## src/rtl/wtc_pkg.sv

```systemverilog
package wtc_pkg;
  typedef enum logic [2:0] {
    ST_IDLE,
    ST_LOOKUP,
    ST_FILL_REQ,
    ST_FILL_WAIT,
    ST_WRITE,
    ST_RESP
  } wtc_state_e;
endpackage

```

## src/rtl/wtc_match.sv

```systemverilog
module wtc_match #(
  parameter int LINES = 2,
  parameter int TAG_W = 4,
  parameter int WAY_W = 1
) (
  input  logic [LINES-1:0]            valid_i,
  input  logic [LINES-1:0][TAG_W-1:0] tag_i,
  input  logic [TAG_W-1:0]            look_tag_i,
  output logic                        hit_o,
  output logic [WAY_W-1:0]            way_o
);
  logic [LINES-1:0] hit_vec;

  for (genvar g = 0; g < LINES; g++) begin : g_cmp
    assign hit_vec[g] = valid_i[g] && (tag_i[g] == look_tag_i);
  end

  always_comb begin
    hit_o = |hit_vec;
    way_o = '0;
    for (int i = 0; i < LINES; i++) begin
      if (hit_vec[i]) way_o = WAY_W'(i);
    end
  end
endmodule

```

## src/rtl/wtc_victim.sv

```systemverilog
module wtc_victim #(
  parameter int LINES = 2,
  parameter int WAY_W = 1
) (
  input  logic [LINES-1:0] valid_i,
  input  logic [WAY_W-1:0] lru_i,
  output logic [WAY_W-1:0] victim_o
);
  // lowest-numbered free line wins; otherwise the least recently used one
  always_comb begin
    victim_o = lru_i;
    for (int i = LINES - 1; i >= 0; i--) begin
      if (!valid_i[i]) victim_o = WAY_W'(i);
    end
  end
endmodule

```

## src/rtl/wtc_stats.sv

```systemverilog
module wtc_stats #(
  parameter int CNT_W = 16
) (
  input  logic             clk,
  input  logic             rst_n,
  input  logic             done_i,
  input  logic             miss_i,
  output logic [CNT_W-1:0] hit_cnt_o,
  output logic [CNT_W-1:0] miss_cnt_o
);
  logic [CNT_W-1:0] hit_q, hit_d, miss_q, miss_d;
  logic             hit_en, miss_en;

  always_comb begin
    hit_en  = done_i && !miss_i;
    miss_en = done_i && miss_i;
    hit_d   = hit_q + CNT_W'(1);
    miss_d  = miss_q + CNT_W'(1);
  end

  always_ff @(posedge clk or negedge rst_n) begin
    if (!rst_n) begin
      hit_q  <= '0;
      miss_q <= '0;
    end else begin
      if (hit_en)  hit_q  <= hit_d;
      if (miss_en) miss_q <= miss_d;
    end
  end

  assign hit_cnt_o  = hit_q;
  assign miss_cnt_o = miss_q;
endmodule

```

## src/rtl/wt_cache.sv

```systemverilog
module wt_cache #(
  parameter int ADDR_W = 5,
  parameter int DATA_W = 8,
  parameter int OFF_W  = 1,
  parameter int CNT_W  = 16
) (
  input  logic                              clk,
  input  logic                              rst_n,
  input  logic                              cpu_req_valid,
  output logic                              cpu_req_ready,
  input  logic                              cpu_we,
  input  logic [ADDR_W-1:0]                 cpu_addr,
  input  logic [DATA_W-1:0]                 cpu_wdata,
  output logic                              cpu_rsp_valid,
  output logic [DATA_W-1:0]                 cpu_rdata,
  output logic                              mem_rd_valid,
  input  logic                              mem_rd_ready,
  output logic [ADDR_W-OFF_W-1:0]           mem_rd_addr,
  input  logic                              mem_rd_rvalid,
  input  logic [(1<<OFF_W)*DATA_W-1:0]      mem_rd_data,
  output logic                              mem_wr_valid,
  input  logic                              mem_wr_ready,
  output logic [ADDR_W-1:0]                 mem_wr_addr,
  output logic [DATA_W-1:0]                 mem_wr_data,
  output logic [CNT_W-1:0]                  hit_count,
  output logic [CNT_W-1:0]                  miss_count
);
  import wtc_pkg::*;

  localparam int LINES = 2;                 // single recency bit covers two lines
  localparam int WAY_W = 1;
  localparam int TAG_W = ADDR_W - OFF_W;
  localparam int ITEMS = 1 << OFF_W;
  localparam int BLK_W = ITEMS * DATA_W;

  // reset synchronizer: asserts at once, releases on the clock
  logic [1:0] rst_pipe_q;
  logic       rst_core_n;
  always_ff @(posedge clk or negedge rst_n) begin
    if (!rst_n) rst_pipe_q <= '0;
    else        rst_pipe_q <= {rst_pipe_q[0], 1'b1};
  end
  assign rst_core_n = rst_pipe_q[1];

  // state
  wtc_state_e                     state_q, state_d;
  logic [ADDR_W-1:0]              req_addr_q;
  logic                           req_we_q;
  logic [DATA_W-1:0]              req_wdata_q;
  logic                           req_load;
  logic                           miss_q, miss_d;
  logic [DATA_W-1:0]              rdata_q, rdata_d;
  logic                           rdata_en;
  logic [WAY_W-1:0]               lru_q, lru_d;
  logic [LINES-1:0]               line_valid_q, line_valid_d;
  logic [LINES-1:0][TAG_W-1:0]    line_tag_q, line_tag_d;
  logic [LINES-1:0][BLK_W-1:0]    line_data_q, line_data_d;
  logic                           line_en;

  logic [TAG_W-1:0]               req_tag;
  logic [OFF_W-1:0]               req_off;
  logic                           hit;
  logic [WAY_W-1:0]               hit_way, victim_way;

  assign req_tag = req_addr_q[ADDR_W-1:OFF_W];
  assign req_off = req_addr_q[OFF_W-1:0];

  wtc_match #(.LINES(LINES), .TAG_W(TAG_W), .WAY_W(WAY_W)) match_i (
    .valid_i    (line_valid_q),
    .tag_i      (line_tag_q),
    .look_tag_i (req_tag),
    .hit_o      (hit),
    .way_o      (hit_way)
  );

  wtc_victim #(.LINES(LINES), .WAY_W(WAY_W)) victim_i (
    .valid_i  (line_valid_q),
    .lru_i    (lru_q),
    .victim_o (victim_way)
  );

  // next-state logic
  always_comb begin
    state_d      = state_q;
    req_load     = 1'b0;
    miss_d       = miss_q;
    rdata_d      = rdata_q;
    rdata_en     = 1'b0;
    lru_d        = lru_q;
    line_valid_d = line_valid_q;
    line_tag_d   = line_tag_q;
    line_data_d  = line_data_q;
    line_en      = 1'b0;
    unique case (state_q)
      ST_IDLE: begin
        if (cpu_req_valid) begin
          req_load = 1'b1;
          miss_d   = 1'b0;
          state_d  = ST_LOOKUP;
        end
      end
      ST_LOOKUP: begin
        if (hit) begin
          lru_d    = hit_way ^ WAY_W'(1);
          rdata_en = 1'b1;
          if (req_we_q) begin
            line_en = 1'b1;
            line_data_d[hit_way][req_off*DATA_W +: DATA_W] = req_wdata_q;
            rdata_d = req_wdata_q;
            state_d = ST_WRITE;
          end else begin
            rdata_d = line_data_q[hit_way][req_off*DATA_W +: DATA_W];
            state_d = ST_RESP;
          end
        end else begin
          miss_d  = 1'b1;
          state_d = ST_FILL_REQ;
        end
      end
      ST_FILL_REQ: begin
        if (mem_rd_ready) state_d = ST_FILL_WAIT;
      end
      ST_FILL_WAIT: begin
        if (mem_rd_rvalid) begin
          line_en                  = 1'b1;
          line_valid_d[victim_way] = 1'b1;
          line_tag_d[victim_way]   = req_tag;
          line_data_d[victim_way]  = mem_rd_data;
          lru_d                    = victim_way ^ WAY_W'(1);
          state_d                  = ST_LOOKUP;
        end
      end
      ST_WRITE: begin
        if (mem_wr_ready) state_d = ST_RESP;
      end
      ST_RESP: begin
        state_d = ST_IDLE;
      end
      default: state_d = ST_IDLE;
    endcase
  end

  // registers with reset
  always_ff @(posedge clk or negedge rst_core_n) begin
    if (!rst_core_n) begin
      state_q      <= ST_IDLE;
      miss_q       <= 1'b0;
      lru_q        <= '0;
      line_valid_q <= '0;
    end else begin
      state_q <= state_d;
      miss_q  <= miss_d;
      lru_q   <= lru_d;
      if (line_en) line_valid_q <= line_valid_d;
    end
  end

  // datapath registers, no reset
  always_ff @(posedge clk) begin
    if (req_load) begin
      req_addr_q  <= cpu_addr;
      req_we_q    <= cpu_we;
      req_wdata_q <= cpu_wdata;
    end
    if (rdata_en) rdata_q <= rdata_d;
    if (line_en) begin
      line_tag_q  <= line_tag_d;
      line_data_q <= line_data_d;
    end
  end

  wtc_stats #(.CNT_W(CNT_W)) stats_i (
    .clk        (clk),
    .rst_n      (rst_core_n),
    .done_i     (state_q == ST_RESP),
    .miss_i     (miss_q),
    .hit_cnt_o  (hit_count),
    .miss_cnt_o (miss_count)
  );

  assign cpu_req_ready = (state_q == ST_IDLE);
  assign cpu_rsp_valid = (state_q == ST_RESP);
  assign cpu_rdata     = rdata_q;
  assign mem_rd_valid  = (state_q == ST_FILL_REQ);
  assign mem_rd_addr   = req_tag;
  assign mem_wr_valid  = (state_q == ST_WRITE);
  assign mem_wr_addr   = req_addr_q;
  assign mem_wr_data   = req_wdata_q;
endmodule

```

## config.mk

```make
export PLATFORM = sky130hd
export DESIGN_NAME = wt_cache
export DESIGN_NICKNAME = d
export VERILOG_FILES = /design/src/rtl/wtc_pkg.sv /design/src/rtl/wtc_match.sv /design/src/rtl/wtc_victim.sv /design/src/rtl/wtc_stats.sv /design/src/rtl/wt_cache.sv
export SDC_FILE = /design/constraint.sdc
export NUM_CORES = 1
export LEC_CHECK = 0
export CAP_MARGIN = 20
export CORE_MARGIN = 1.5
export CORE_UTILIZATION = 46
export DETAILED_ROUTE_END_ITERATION = 12
export PLACE_DENSITY = 0.84
export SLEW_MARGIN = 20
export SYNTH_ARGS = -nofsm -noshare
export SYNTH_HDL_FRONTEND = slang
export SYNTH_SLANG_ARGS = --single-unit
```

## constraint.sdc

```tcl
create_clock -name clk -period 1.2 [get_ports clk]
set_clock_uncertainty 0.05 [all_clocks]
set_input_delay 0.18 -clock clk [delete_from_list [all_inputs] [get_ports clk]]
set_output_delay 0.18 -clock clk [all_outputs]
set_load 0.02 [all_outputs]
```

# == Yosys cells after proc, flatten, opt, wreduce, memory -nomap -nowiden ==
# Index checks and enable logic that the tools add are counted.
# classes
n_addsub,3
order_cmp,4
n_eq_ne,14
n_shift,3
n_mux,42
bitwise_logic,3
reduce_logical,17
# op_table
operator,count
2-to-1 mux 32 bit,3
bitwise mux 32 bit,2
2-to-1 mux 16 bit,4
one-hot mux 32 bit (2 select lines),1
negator 4 -> 34 bit,1
variable shift 8 x 34 -> 16 bit (first input constant),1
indexed part select 8 x 34 -> 16 bit,1
adder 16 x 1 -> 16 bit (second input constant),2
demux 16 bit (select 1 bit),2
2-to-1 mux 1 bit,16
indexed part select 16 x 5 -> 8 bit,1
2-to-1 mux 3 bit,5
one-hot mux 3 bit (5 select lines),1
AND reduction 3 bit,4
!= test 2 bit (second input constant),5
bitwise mux 8 bit,1
== test 4 bit,2
2-to-1 mux 8 bit,1
== test 3 x 2 -> 1 bit (second input constant),2
== test 3 bit (second input constant),2
logical AND 1 bit,6
one-hot mux 1 bit (2 select lines),3
AND reduction 5 bit,1
demux 4 bit (select 1 bit),1
other kinds (13),18
# totals
ff_bits,103
inputBits,36
output_inout_bits,61
wordCells,101

# == Depth between registers and ports, before layout ==
# depth
depth_word,11
ltp_mapped,7
mapped_depth_nobuf,6

# == Cells and area by module ==
# Synthesis repeated with hierarchy kept, for this count alone.
# hier_totals
cells_unflattened,343
hier_area_um2,4679.5
# modules_own_cells
mod,n_inst,cells_per_inst,area_per_inst_um2,seq_area_each_um2
wt_cache,1,209,3124.2,2087.0
wtc_stats,1,117,1430.1,800.8
wtc_match,1,15,113.9,0.0
wtc_victim,1,2,11.3,0.0

# == Least setup slack after synthesis ==
# Ideal clock, no wire load.
# synth_timing
path_kind,register to register
startpoint,register req_addr_q[3] (netlist: mem_wr_addr[3])
endpoint,"register line_data_q[16] (netlist name), enable pin"
setup_time_ps,370
arrival_ps,1890
t_required_ps,780
slack_ps,-1111
stages_incl_launch_ff,6
path_buffers,0
period_less_slack_ps,2311
cell_sequence,edfxtp_1 xnor2_1 nand3_4 nor4_4 nor2_1 nor2_1
# synth_between
elab_chain_len,6
elab_cells_between_ends,9
classes_between,eq/ne (3); mux (2); reduce/logical (4)
# synth_rtl
item,line_no,rtl
from (decl),wt_cache.sv:47,logic [ADDR_W-1:0] req_addr_q;
from (signal assigned),wt_cache.sv:161,req_addr_q <= cpu_addr;
== test 4 bit,wtc_match.sv:15,assign hit_vec[g] = valid_i[g] && (tag_i[g] == look_tag_i);
logical AND 1 bit,wtc_match.sv:15,
OR reduction 2 bit *,wtc_match.sv:19,hit_o = |hit_vec;
2-to-1 mux 1 bit,wt_cache.sv:103,if (hit) begin
one-hot mux 1 bit (2 select lines),wt_cache.sv:94,unique case (state_q)
AND reduction 5 bit (no line) *,-,
to (signal assigned),wt_cache.sv:168,line_data_q <= line_data_d;
to (decl),wt_cache.sv:57,"logic [LINES-1:0][BLK_W-1:0] line_data_q, line_data_d;"
# Every way passes the cells marked *; elsewhere a longest branch is shown, timed or not.
# A chain may end at the register's enable or synchronous reset.

# == Worst setup path in the final report ==
# layout_timing
startpoint,register req_addr_q[2] (netlist: mem_wr_addr[2])
endpoint,"register rdata_q[0] (netlist: cpu_rdata[0]), enable pin"
# layout_between
elab_chain_len,6
elab_cells_between_ends,8
classes_between,eq/ne (2); mux (2); reduce/logical (4)
# layout_rtl
item,line_no,rtl
== test 4 bit,wtc_match.sv:15,
logical AND 1 bit,wtc_match.sv:15,
OR reduction 2 bit *,wtc_match.sv:19,
2-to-1 mux 1 bit,wt_cache.sv:103,
2-to-1 mux 1 bit,wt_cache.sv:94,
AND reduction 3 bit (no line) *,-,
to (signal assigned),wt_cache.sv:165,if (rdata_en) rdata_q <= rdata_d;
to (decl),wt_cache.sv:52,"logic [DATA_W-1:0] rdata_q, rdata_d;"
# Marked as above.

==> results.md <==
* I/O pin count at 97
* Setup WS pre-CTS at -0.703 ns
* DR WL/cell at 21.8 µm
* CP startpoint kind: flop
* Layout cells sized above 1 at 0.538
* Crit share post-route at 1.69
* Worst path slowest cell: edfxtp_1
* RSZ-0062 raised after global routing: true
* Nature of the critical path endpoint: flop
* Flops & latches, synth at 103
* Die area at 10800 µm²
* F_max at 493 MHz
* Core area at 9820 µm²
* Die boundary height at 104 µm
* Synth top area share at 0.398
* Synth unique cells at 51
* Total track usage at 0.252
* Total chip power at 0.0125 W
* Path type of the worst setup path: flop to flop
* Synth Area in Simple Gates at 0.131
* CTS tree: done
* Via count of the first global-routing pass at 4072
* Syn_area_per_cell at 13.3 µm²
* Buffers on Ports at 96
* Hold WC Path Type: flop to asynchronous set/reset pin
* Reg-to-Reg End: cpu_rdata[0]
* Finish-stage setup viols at 163
* Clock Latency Late Sink at 0.39 ns
* Crit path DAT at 2.08 ns
* Status: complete, but fails checks
* Max-cap violation count at 0
* Failing checks: setup timing
* Clk slew on worst S/H paths at 0.12 ns
* Clk sink count at 103
* CP required at 1.25 ns
* Num CTS Buffers at 9
* Synth Instances at 351
* Vias at 3999
* H-tree levels at 3
* Largest net degree at the start of global routing at 40
* Yosys top cell by area: edfxtp_1
* Vias/cell at 5.67
* Cell Count, Final, Fillers Out at 705
* Net count, final at 605
* Largest cells by area after synthesis: edfxtp_1 40%, dfrtp_1 22%, a22o_1 6.0%
* Max incr delay on CP at 0.49 ns
* Iter 0 DRT Violations at 284
* CP Max Fanout at 8
* CTS root buf: clkbuf_8
* Synthesized net count at 389
* Xor and xnor fraction of the mapped netlist area at 0.0711
* Most frequent cells in the layout: 78 x buf_6, 77 x buf_4, 62 x edfxtp_1, 35 x clkdlybuf4s50_1, 32 x a22o_1
* Setup slack, reg-to-reg at -0.83 ns
* Placer Congestion at 0.838
* Post-synth ARST share at 0.398
* Sequential-to-total area share from yosys stat at 0.617
* Placed cells at 654
* Global-route wire length before repair at 21.1 mm
* Largest family of logic cells by synthesized area: simple AND/OR/NAND/NOR gates
* DRC viols at 0
* Commonest non-fill, non-tap cell in the layout: buf_6
* DR pass1 iterations at 5
* DP HPWL at 8.24 mm
* Commonest register cell after synthesis: edfxtp_1
* Drt total wl at 15.4 mm
* Mapped cell area at 4680 µm²
* Die Wd at 104 µm
* Power per cell area at 1670 nW/µm²
* N_diodes at 0
* Cell Rows at 36
* Final worst path period need at 2.03 ns
* Leak at 3.31 nW
* Design Area, Final at 7520 µm²
* Top cell by count, worst path: nor2_4
* Mux cell area share after synthesis at 0.0489
* PnR worst setup slack at -0.827 ns
* Synth Area in Compound Gates at 0.0962
* Adder-cell area share of the yosys netlist at 0.00534
* Synthesis-to-finish area growth at 60.7%
* Initial core utilization at 0.477
* Max clock buf depth at 2
* Max Slew Vio Count at 0
* Post-route ant nets at 0
* Grt total ovfl at 0
* RR Startpoint: mem_wr_addr[2]
* Post-synth EDFFs at 62
* Peak supply drop at 0.923 mV
* Final hold vios at 0
* Dpl cell area at 6680 µm²
* Cells along the critical path: xnor2_1 > nand3_2 > buf_4 > nor2_2 > nor2_4 > nor2_4 > buf_12
* Ys Warns at 0
* Antenna violations before repair at 0
* R2R cell count at 7
==> worst max-delay path, delay by kind of cell (launching register included) <==
family	cells	cell delay, ns
xor+xnor	1	0.29
simple gates	4	0.58
buf+inv	2	0.31
flops	1	0.49
==> Yosys cell counts, types with 2 or more instances <==
master,instances
a211oi_1,2
o41ai_1,2
o22ai_1,2
nand3b_1,2
mux2_2,7
nand4_1,7
nand3_1,10
buf_2,9
nand2_2,2
nand2b_1,4
and2_1,3
dfrtp_1,41
edfxtp_1,62
xnor2_1,31
a22o_1,32
and4_1,3
o21ai_0,10
nor3b_1,2
ha_1,2
o21ba_2,2
nand2_1,26
nor3_1,4
a21oi_1,2
and3_1,8
nor2_2,2
buf_4,6
mux2i_1,15
and3b_1,2
xor2_1,7
clkbuf_1,3
nor2_1,17
o31ai_1,2
inv_1,4
==> final cells by class <==
cell class | count | area [µm²]
Timing Repair Buffer | 224 | 2080
Sequential cell | 103 | 2900
Tap cell | 133 | 166
Clock inverter | 3 | 42.5
Fill cell | 560 | 2300
Multi-Input combinational cell | 225 | 2170
Inverter | 4 | 15.0
Clock buffer | 13 | 149
==> report_power, final <==
part	switching (W)	internal, W
Combinational	0.00269	0.00274
Clock	0.00130	0.00103
Sequential	0.000368	0.00441
==> cell families after synthesis <==
| logic type | count (synthesis) |
|---|---|
| DFF | 103 |
| and+or+nand+nor | 103 |
| AOI/OAI and AO/OA | 58 |
| xor gates and xnor gates | 38 |
| buffers and inverters | 24 |
| muxes | 22 |
| adders and majority gates | 2 |
| other | 1 |
==> metal layers <==
metal / track usage / vias to the layer above / routed length, µm
met5: 0 / - / 0
met4: 0.112 / 0 / 888
met3: 0.0432 / 60 / 1170
met2: 0.447 / 239 / 7830
met1: 0.300 / 1968 / 5510
li1: - / 1732 / -
==> worst max-delay path by stage <==
stage / from / end / cells past startpoint
floorplan: mem_wr_addr[1] / line_data_q[16] / 5
global placement: state_q[2] / line_data_q[28] / 4
global route: mem_wr_addr[2] / cpu_rdata[2] / 7
finish: mem_wr_addr[2] / cpu_rdata[0] / 7
detailed placement: state_q[2] / line_data_q[26] / 4
CTS: mem_wr_addr[2] / cpu_rdata[6] / 6
==> state kept, by name (all words and copies together), names as in the netlist <==
| register | count |
|---|---|
| cpu_rdata | 8 |
| line_data_q | 32 |
| line_tag_q | 8 |
| line_valid_q | 2 |
| lru_q | 1 |
| mem_wr_addr | 5 |
| mem_wr_data | 8 |
| miss_q | 1 |
| req_we_q | 1 |
| rst_pipe_q | 2 |
| state_q | 3 |
| stats_i.hit_cnt_o | 16 |
| stats_i.miss_cnt_o | 16 |
==> per-stage QoR <==
step | TNS, ns | hold slack, ns | util
floorplan | -65.24 | -0.166 | -
global placement | -67.99 | 0.181 | 0.680
detailed placement | -74.05 | 0.192 | 0.680
CTS | -73.66 | 0.199 | 0.723
global route | -98.37 | 0.223 | 0.766
finish | -92.38 | 0.192 | 0.766
==> repair_timing <==
item	in CTS	in global routing
setup buffers	23	28
resized for setup	341	89
hold buffers	1	0
pin swaps	63	35
setup endpoints to repair	202	182
cloned	1	0
hold endpoints to repair	2	0
(Power assumes the default switching activity.)
